--- src/rtl/fps_pkg.sv ---
package fps_pkg;

  typedef enum logic [1:0] {
    OP_PROG  = 2'b00,
    OP_ENTER = 2'b01,
    OP_EXIT  = 2'b10,
    OP_RSVD  = 2'b11
  } fpsOp_e;

  // strobes from control to datapath
  typedef struct packed {
    logic load;      // latch request and mode, restart step index
    logic stepNext;  // move to the next write of the sequence
    logic weLow;     // write pulse active this cycle
    logic seqDone;   // last recovery finished, apply mode effect
  } fpsStrb_t;

  localparam int unsigned MAX_STEPS = 4;
  localparam int unsigned STEP_W    = $clog2(MAX_STEPS);

endpackage

--- src/rtl/fps_ctrl.sv ---
module fps_ctrl
  import fps_pkg::*;
#(
  parameter int unsigned WE_LOW  = 3,
  parameter int unsigned WE_HIGH = 2
) (
  input  logic     clk,
  input  logic     rstN,
  input  logic     reqValid,
  input  fpsOp_e   reqOp,
  input  logic     lastStep,
  output logic     busy,
  output fpsStrb_t strb
);

  localparam int unsigned MAX_T = (WE_LOW > WE_HIGH) ? WE_LOW : WE_HIGH;
  localparam int unsigned TMR_W = (MAX_T > 1) ? $clog2(MAX_T) : 1;
  localparam logic [TMR_W-1:0] LOW_LOAD  = TMR_W'(WE_LOW - 1);
  localparam logic [TMR_W-1:0] HIGH_LOAD = TMR_W'(WE_HIGH - 1);

  typedef enum logic [1:0] {S_IDLE, S_LOW, S_HIGH} state_e;

  state_e           state, stateNext;
  logic [TMR_W-1:0] timer, timerNext;
  logic             accept;

  assign accept = reqValid && (state == S_IDLE) && (reqOp != OP_RSVD);
  assign busy   = (state != S_IDLE);

  always_comb begin
    stateNext     = state;
    timerNext     = timer;
    strb          = '0;
    strb.weLow    = (state == S_LOW);
    unique case (state)
      S_IDLE: begin
        if (accept) begin
          stateNext = S_LOW;
          timerNext = LOW_LOAD;
          strb.load = 1'b1;
        end
      end
      S_LOW: begin
        if (timer == '0) begin
          stateNext = S_HIGH;
          timerNext = HIGH_LOAD;
        end else begin
          timerNext = timer - 1'b1;
        end
      end
      S_HIGH: begin
        if (timer == '0) begin
          if (lastStep) begin
            stateNext    = S_IDLE;
            strb.seqDone = 1'b1;
          end else begin
            stateNext     = S_LOW;
            timerNext     = LOW_LOAD;
            strb.stepNext = 1'b1;
          end
        end else begin
          timerNext = timer - 1'b1;
        end
      end
      default: stateNext = S_IDLE;
    endcase
  end

  always_ff @(posedge clk or negedge rstN) begin
    if (!rstN) begin
      state <= S_IDLE;
      timer <= '0;
    end else begin
      state <= stateNext;
      timer <= timerNext;
    end
  end

  // reserved code never starts a sequence
  a_r11_rsvd_ignored: assert property (@(posedge clk) disable iff (!rstN)
    (reqValid && !busy && reqOp == OP_RSVD) |=> !busy);

  // a sequence only ends on the datapath's last step
  a_r9_done_on_last: assert property (@(posedge clk) disable iff (!rstN)
    strb.seqDone |-> lastStep);

endmodule

--- src/rtl/fps_dpath.sv ---
module fps_dpath
  import fps_pkg::*;
#(
  parameter int unsigned ADDR_W = 21,
  parameter int unsigned DATA_W = 16
) (
  input  logic              clk,
  input  logic              rstN,
  input  fpsStrb_t          strb,
  input  logic              busyIn,
  input  fpsOp_e            reqOp,
  input  logic [ADDR_W-1:0] reqAddr,
  input  logic [DATA_W-1:0] reqData,
  input  logic              accelIn,
  output logic              lastStep,
  output logic              bypassActive,
  output logic [ADDR_W-1:0] busAddr,
  output logic [DATA_W-1:0] busData
);

  localparam logic [ADDR_W-1:0] ADR_KEY1 = ADDR_W'(12'h555);
  localparam logic [ADDR_W-1:0] ADR_KEY2 = ADDR_W'(12'h2AA);
  localparam logic [ADDR_W-1:0] ADR_ZERO = '0;
  localparam logic [DATA_W-1:0] D_KEY1   = DATA_W'(8'hAA);
  localparam logic [DATA_W-1:0] D_KEY2   = DATA_W'(8'h55);
  localparam logic [DATA_W-1:0] D_SETUP  = DATA_W'(8'hA0);
  localparam logic [DATA_W-1:0] D_ENTER  = DATA_W'(8'h20);
  localparam logic [DATA_W-1:0] D_EXIT1  = DATA_W'(8'h90);
  localparam logic [DATA_W-1:0] D_EXIT2  = '0;

  fpsOp_e            opQ;
  logic              fastQ;
  logic              bypassQ;
  logic [STEP_W-1:0] stepQ;
  logic [STEP_W-1:0] lastIdx;
  logic [ADDR_W-1:0] addrQ;
  logic [DATA_W-1:0] dataQ;

  always_ff @(posedge clk or negedge rstN) begin
    if (!rstN) begin
      opQ     <= OP_PROG;
      fastQ   <= 1'b0;
      bypassQ <= 1'b0;
      stepQ   <= '0;
      addrQ   <= '0;
      dataQ   <= '0;
    end else begin
      if (strb.load) begin
        opQ   <= reqOp;
        fastQ <= bypassQ | accelIn;
        addrQ <= reqAddr;
        dataQ <= reqData;
        stepQ <= '0;
      end else if (strb.stepNext) begin
        stepQ <= stepQ + 1'b1;
      end
      if (strb.seqDone) begin
        if (opQ == OP_ENTER)     bypassQ <= 1'b1;
        else if (opQ == OP_EXIT) bypassQ <= 1'b0;
      end
    end
  end

  // sequence length per latched operation and mode
  always_comb begin
    unique case (opQ)
      OP_PROG:  lastIdx = fastQ ? STEP_W'(1) : STEP_W'(3);
      OP_ENTER: lastIdx = STEP_W'(2);
      default:  lastIdx = STEP_W'(1);
    endcase
  end
  assign lastStep = (stepQ == lastIdx);

  // address/data of the current write
  always_comb begin
    busAddr = ADR_KEY1;
    busData = D_KEY1;
    unique case (opQ)
      OP_PROG: begin
        if (fastQ) begin
          if (stepQ == '0) begin busAddr = ADR_KEY1; busData = D_SETUP; end
          else             begin busAddr = addrQ;    busData = dataQ;   end
        end else begin
          case (stepQ)
            STEP_W'(0): begin busAddr = ADR_KEY1; busData = D_KEY1;  end
            STEP_W'(1): begin busAddr = ADR_KEY2; busData = D_KEY2;  end
            STEP_W'(2): begin busAddr = ADR_KEY1; busData = D_SETUP; end
            default:    begin busAddr = addrQ;    busData = dataQ;   end
          endcase
        end
      end
      OP_ENTER: begin
        case (stepQ)
          STEP_W'(0): begin busAddr = ADR_KEY1; busData = D_KEY1;  end
          STEP_W'(1): begin busAddr = ADR_KEY2; busData = D_KEY2;  end
          default:    begin busAddr = ADR_KEY1; busData = D_ENTER; end
        endcase
      end
      default: begin
        if (stepQ == '0) begin busAddr = ADR_KEY1; busData = D_EXIT1; end
        else             begin busAddr = ADR_ZERO; busData = D_EXIT2; end
      end
    endcase
  end

  assign bypassActive = bypassQ;

  // bus content frozen across a write pulse
  a_r8_bus_stable: assert property (@(posedge clk) disable iff (!rstN)
    (strb.weLow && $past(strb.weLow)) |-> ($stable(busAddr) && $stable(busData)));

  // the sampled mode does not move during a sequence
  a_r7_mode_held: assert property (@(posedge clk) disable iff (!rstN)
    (busyIn && $past(busyIn) && !$past(strb.load)) |-> $stable(fastQ));

  // the step index never passes the sequence end while busy
  a_r2_step_bound: assert property (@(posedge clk) disable iff (!rstN)
    busyIn |-> (stepQ <= lastIdx));

  // short mode only turns on after an enter sequence
  a_r4_enter_sets: assert property (@(posedge clk) disable iff (!rstN)
    $rose(bypassQ) |-> ($past(opQ) == OP_ENTER));

endmodule

--- src/rtl/flash_prog_seq.sv ---
module flash_prog_seq
  import fps_pkg::*;
#(
  parameter int unsigned ADDR_W  = 21,
  parameter int unsigned DATA_W  = 16,
  parameter int unsigned WE_LOW  = 3,
  parameter int unsigned WE_HIGH = 2
) (
  input  logic              clk,
  input  logic              rstN,
  input  logic              reqValid,
  input  logic [1:0]        reqOp,
  input  logic [ADDR_W-1:0] reqAddr,
  input  logic [DATA_W-1:0] reqData,
  input  logic              accelIn,
  output logic              busy,
  output logic              bypassActive,
  output logic [ADDR_W-1:0] flAddr,
  output logic [DATA_W-1:0] flData,
  output logic              flCeN,
  output logic              flOeN,
  output logic              flWeN
);

  fpsStrb_t strb;
  logic     lastStep;
  fpsOp_e   opIn;

  assign opIn = fpsOp_e'(reqOp);

  fps_ctrl #(.WE_LOW(WE_LOW), .WE_HIGH(WE_HIGH)) u_ctrl (
    .clk      (clk),
    .rstN     (rstN),
    .reqValid (reqValid),
    .reqOp    (opIn),
    .lastStep (lastStep),
    .busy     (busy),
    .strb     (strb)
  );

  fps_dpath #(.ADDR_W(ADDR_W), .DATA_W(DATA_W)) u_dpath (
    .clk          (clk),
    .rstN         (rstN),
    .strb         (strb),
    .busyIn       (busy),
    .reqOp        (opIn),
    .reqAddr      (reqAddr),
    .reqData      (reqData),
    .accelIn      (accelIn),
    .lastStep     (lastStep),
    .bypassActive (bypassActive),
    .busAddr      (flAddr),
    .busData      (flData)
  );

  assign flWeN = ~strb.weLow;
  assign flCeN = ~strb.weLow;
  assign flOeN = 1'b1;

endmodule

--- config.mk ---
export PLATFORM = sky130hd
export DESIGN_NAME = flash_prog_seq
export DESIGN_NICKNAME = d
export VERILOG_FILES = /design/src/rtl/fps_pkg.sv /design/src/rtl/fps_ctrl.sv /design/src/rtl/fps_dpath.sv /design/src/rtl/flash_prog_seq.sv
export SDC_FILE = /design/constraint.sdc
export NUM_CORES = 1
export LEC_CHECK = 0
export ABC_AREA = 1
export BUFFER_PORTS_ARGS = -buffer_cell sky130_fd_sc_hd__buf_2
export CAP_MARGIN = 20
export CORE_MARGIN = 4
export CORE_UTILIZATION = 54
export DETAILED_ROUTE_END_ITERATION = 7
export MAX_ROUTING_LAYER = met4
export PLACE_DENSITY = 0.84
export SLEW_MARGIN = 30
export SYNTH_ARGS = -nofsm -noshare
export SYNTH_HDL_FRONTEND = slang
export SYNTH_SLANG_ARGS = --single-unit
--- constraint.sdc ---
create_clock -name clk -period 3.8 [get_ports clk]
set_input_delay 0.95 -clock clk [delete_from_list [all_inputs] [get_ports clk]]
set_output_delay 0.95 -clock clk [all_outputs]
set_load 0.02 [all_outputs]
Word level (Yosys, flattened, before mapping):

Cells that the tools add are included.

* $add $sub $neg: 2
* equal/unequal tests: 12
* mux-type cells: 36
* bitwise logic cells: 2
* reduce and logical (&&, ||, !) cells: 14

Operator list (number)
* one-hot mux 21 bit (2 select lines): 2
* one-hot mux 16 bit (3 select lines): 1
* 2-to-1 mux 21 bit: 2
* 2-to-1 mux 16 bit: 2
* one-hot mux 16 bit (2 select lines): 1
* 2-to-1 mux 11 bit: 2
* 2-to-1 mux 2 bit: 10
* one-hot mux 8 bit (2 select lines): 1
* one-hot mux 2 bit (3 select lines): 2
* 2-to-1 mux 1 bit: 11
* zero test 2 bit: 4
* 2-to-1 mux 8 bit: 1
* == test 2 x 1 -> 1 bit (second input constant): 3
* == test 2 bit (second input constant): 3
* inequality test 2 x 1 -> 1 bit (second input constant): 3
* AND reduction 3 bit: 2
* nonzero test 2 bit: 3
* one-hot mux 2 bit (2 select lines): 1
* inequality test 3 bit (second input constant): 1
* nonzero test 3 bit: 1
* adder 2 x 1 -> 2 bit (second input constant): 1
* == test 2 bit: 1
* logical AND 1 bit: 2
* inequality test 2 bit (second input constant): 1
* other kinds (5): 5

* register bits after elaboration: 47
* bits of input ports: 43
* output and inout port bits: 42
* logic and storage cells: 74

Logic depth before layout (Yosys ltp):

* word-level depth: 8
* mapped depth: 11
* mapped depth without buffers: 11

Cells and area by module:

Synthesis repeated with hierarchy kept, for this count alone.

* cell total of the unflattened synthesis: 379
* area total of the unflattened synthesis: 2771.4 µm²

By module, submodules not included
* fps_dpath: times used 1, cells each 318, area an instance 2358.5 µm², seq. area each 1076.0 µm²
* fps_ctrl: times used 1, cells each 57, area an instance 390.4 µm², seq. area each 100.1 µm²
* flash_prog_seq: times used 1, cells each 4, area an instance 22.5 µm², seq. area each 0.0 µm²

Worst setup path after synthesis:

OpenSTA, ideal clock, no wires.

* path type: flip-flop to output port
* start: register u_dpath.stepQ[0]
* end: output port flAddr[13]
* arrival time: 1595 ps
* data required time: 2850 ps
* slack: 1255 ps
* cell stages (with the launch flop): 7
* path buffers: 1
* cells stage by stage: dfrtp_1 -> inv_1 -> ha_1 -> nand2_1 -> nand3_1 -> buf_2 -> nor2_1

* cells in the longest elaborated chain, start to end: 5
* elaborated cells on any way between the ends: 8
* those cells by class: eq/ne (2); mux (4); reduce/logical (2)

Ends and longest elaborated chain
* from (decl): RTL line fps_dpath.sv:34 `logic [STEP_W-1:0] stepQ;`
* from (signal assigned): RTL line fps_dpath.sv:55 `stepQ <= stepQ + 1'b1;`
* == test 2 bit / zero test 2 bit (equally long branches): RTL line fps_dpath.sv:84, fps_dpath.sv:81
* OR reduction 2 bit (no line)
* one-hot mux 21 bit (2 select lines): RTL line fps_dpath.sv:84 `case (stepQ)`
* 2-to-1 mux 21 bit *: RTL line fps_dpath.sv:80 `if (fastQ) begin`
* one-hot mux 21 bit (2 select lines) *: RTL line fps_dpath.sv:78 `unique case (opQ)`
* to (decl): RTL line flash_prog_seq.sv:18 `output logic [ADDR_W-1:0] flAddr,`

Mark *: on every way between the ends. The rest lies on a longest branch, timed or not.

Final worst setup path:

* start: register u_dpath.stepQ[0]
* end: output port flAddr[17]

The elaborated chain is that of the path after synthesis.

==> results.md <==
* Clock skew at 0.00522 ns
* IO Port Bufs at 83
* Pins Over Slew Limit at 0
* Clk sinks at 47
* Crit path max fanout at 18
* Post-CTS Repair Setup Buffers at 0
* Clock root cell: clkbuf_8
* Yosys top cell by area: dfrtp_1
* Synth top area share at 45.8%
* Wire length per cell at 12.6 µm
* CP peak stage delay at 0.52 ns
* Clk buf depth at 2
* Worst slack, placed at 0.928 ns
* GRT Util Overall at about a fifth
* Type of origin of the critical path: register
* Initial antenna violation count at 0
* Post-synth cell types at 23
* YS warnings at 0
* I/O pin cnt at 85
* Die width at 76.9 µm
* Max cap viols at 0
* Fin nets at around 480
* Least-Margin Pin Slew at 0.705 ns
* Clock latency on the worst-skew pair at about 0.3 ns
* Hold slack final at ~0.47 ns
* R2R Path End: u_ctrl.state[0]$_DFFE_PN0P_
* Gr ovfl total at 0
* Slew margin rel. at 52.9%
* TritonCTS Buffers at 5
* Fmax at 312 MHz
* H-tree depth at 2
* Reg clk slew, reported paths at ~0.08 ns
* Leakage power at ~1.8 nW
* Ant diodes at 0
* Share of post-route cells with drive strength above 1 at 23.0%
* TritonRoute pass-1 iters at 5
* Row cnt at 24
* Largest net degree at the start of global routing at 63
* Critical path class: reg -> out
* DR iter-0 viols at 144
* Most area-consuming cells after synthesis: dfrtp_1 46%, nand2_1 19%, o21ai_0 8.4%
* Tcrit/Tclk final at 84.2%
* Reg2reg path depth at 9
* CP Capture Type: output port
* CTS tree: done
* Minimum clock period at about 3.2 ns
* Post-DP HPWL at 4250 µm
* Initial Util at ~57%
* Crit path from: u_dpath.stepQ[0]$_DFFE_PN0P_
* Syn nets at 401
* #FFs+latches synth at 47
* First-pass GRT wire length at 9920 µm
* Final setup vio count at 0
* Power Density at between 800 and 900 mW/mm²
* Reg-to-Reg Start: u_ctrl.state[0]$_DFFE_PN0P_
* Final Hold Viols at 0
* DRC at 0
* End point of the critical path: flAddr[17]
* Mapped cell area at approximately 0.0026 mm²
* Unrepaired setup endpoints after global routing: no
* Core ar. at between 0.004 and 0.005 mm²
* Area delta synth->final at 21.5%
* Flop2flop setup slack at 1.75 ns
* Post-Route WL at 5950 µm
* GP Congestion at 0.822
* Sequential area share after synthesis at 45.8%
* Setup TNS at 0 ns
* Vias in the first global route at approximately 2200
* Die ar. at a little under 0.006 mm²
* Post-Syn Instances at 341
* Final WS setup at 0.599 ns
* Required time worst endpoint at 2.85 ns
* Avg Vias per Cell at 4.97
* Syn Area/Cell at 7.53 µm²
* Worst-path cell chain: inv_1, ha_1, nand2_1, nand3_1, nor2_1, buf_2
* Hold-fix buffers at CTS at 0
* Worst path slowest cell: nand3_1
* Via count at 2355
* Fillers at 380
* Status: finished clean
* Max VDD drop at 0.000567 V
* Die extent in y at approximately 77 µm
* Final ANT Viol Nets at 0
* Min-delay worst type: reg -> reg
* PostCTS Resize Cnt at 0
* Crit path DAT at roughly 2.3 ns
-- stage by stage --
stage / total power, mW / instances / area (µm²) / utilization (%)
after global routing: 3.00 / 474 / 3120 / 69.7
final: 2.76 / 474 / 3120 / 69.7
after global placement: 2.33 / 466 / 3000 / 67.0
after CTS: 2.77 / 474 / 3120 / 69.7
after floorplan: 1.93 / 341 / 2570 / -
after detailed placement: 2.37 / 466 / 3000 / 67.1
-- cells in the final DEF (no fill, tap or decap), drive strengths merged, types with 4 or more instances in the layout --
cell type  count
a21oi          7
buf           84
clkbuf         6
dfrtp         47
ha            17
inv           39
nand2        128
nand3         11
nand4          4
nor2          27
o21ai         43
-- worst min-delay path by stage --
stage,startpoint,end,slack [ns],cells past startpoint
5_1_grt,u_dpath.addrQ[8]$_DFFE_PN0P_,u_dpath.addrQ[8]$_DFFE_PN0P_,0.49,2
4_1_cts,u_dpath.addrQ[6]$_DFFE_PN0P_,u_dpath.addrQ[6]$_DFFE_PN0P_,0.48,2
3_5_place_dp,u_dpath.addrQ[6]$_DFFE_PN0P_,u_dpath.addrQ[6]$_DFFE_PN0P_,0.45,2
2_1_floorplan,u_dpath.addrQ[0]$_DFFE_PN0P_,u_dpath.addrQ[0]$_DFFE_PN0P_,0.44,2
3_3_place_gp,u_dpath.addrQ[6]$_DFFE_PN0P_,u_dpath.addrQ[6]$_DFFE_PN0P_,0.45,2
6_report,u_dpath.addrQ[6]$_DFFE_PN0P_,u_dpath.addrQ[6]$_DFFE_PN0P_,0.47,2
-- registers in the layout, summed over array words and instances, names as in the netlist --
name,count
u_dpath.opQ,2
u_dpath.dataQ,16
u_ctrl.state,2
u_dpath.bypassActive,1
u_dpath.stepQ,2
u_dpath.fastQ,1
u_dpath.addrQ,21
u_ctrl.timer,2
-- cell usage after synthesis (all sizes together) --
cell type and instances:
a21boi 1, a21oi 7, buf 8, clkbuf 3, conb 1, dfrtp 47, ha 17, inv 39
nand2 128, nand3 11, nand4 4, nor2 27, nor3 1, o211ai 1, o21ai 43, o22ai 1
or2 1, xor2 1
-- metal layers --
layer,global-route usage (%),share of wire (%),vias to the layer above
li1,-,-,1217
met1,24.2,41,1073
met2,37.7,52,57
met3,5.74,5.0,8
met4,4.35,1.6,0
met5,-,0,-
-- logic make-up (layout without fill, tap and decap cells) --
logic type	Yosys count	count (layout)	share of synthesized area (%)
simple gates	172	172	26.3
compound gates	53	53	11.2
buf+inv	50	131	7.90
flops	47	47	45.8
fa+ha+maj	17	17	8.29
other cells	1	1	0.146
xor+xnor	1	1	0.341
-- critical path, delay by kind of cell (launching register included) --
| kind | cells | cell delay (ns) |
|---|---|---|
| adders and majority gates | 1 | 0.24 |
| buffers and inverters | 2 | 0.33 |
| DFF | 1 | 0.46 |
| and+or+nand+nor | 3 | 0.92 |
-- layout make-up --
cell class	count	area, µm²	area share (%)
Clock inverter	2	35.0	1.12
Timing Repair Buffer	84	425	13.6
Sequential cell	47	1180	37.7
Clock buffer	6	82.6	2.65
Tap cell	52	65.1	2.09
Multi-Input combinational cell	244	1190	38.1
Inverter	39	146	4.70
-- power breakdown --
part           internal (mW)  switching [mW]
registers              0.729           0.114
logic                  0.486            1.05
clock network          0.213           0.169
Note: power is estimated with default switching activity, not from simulation.
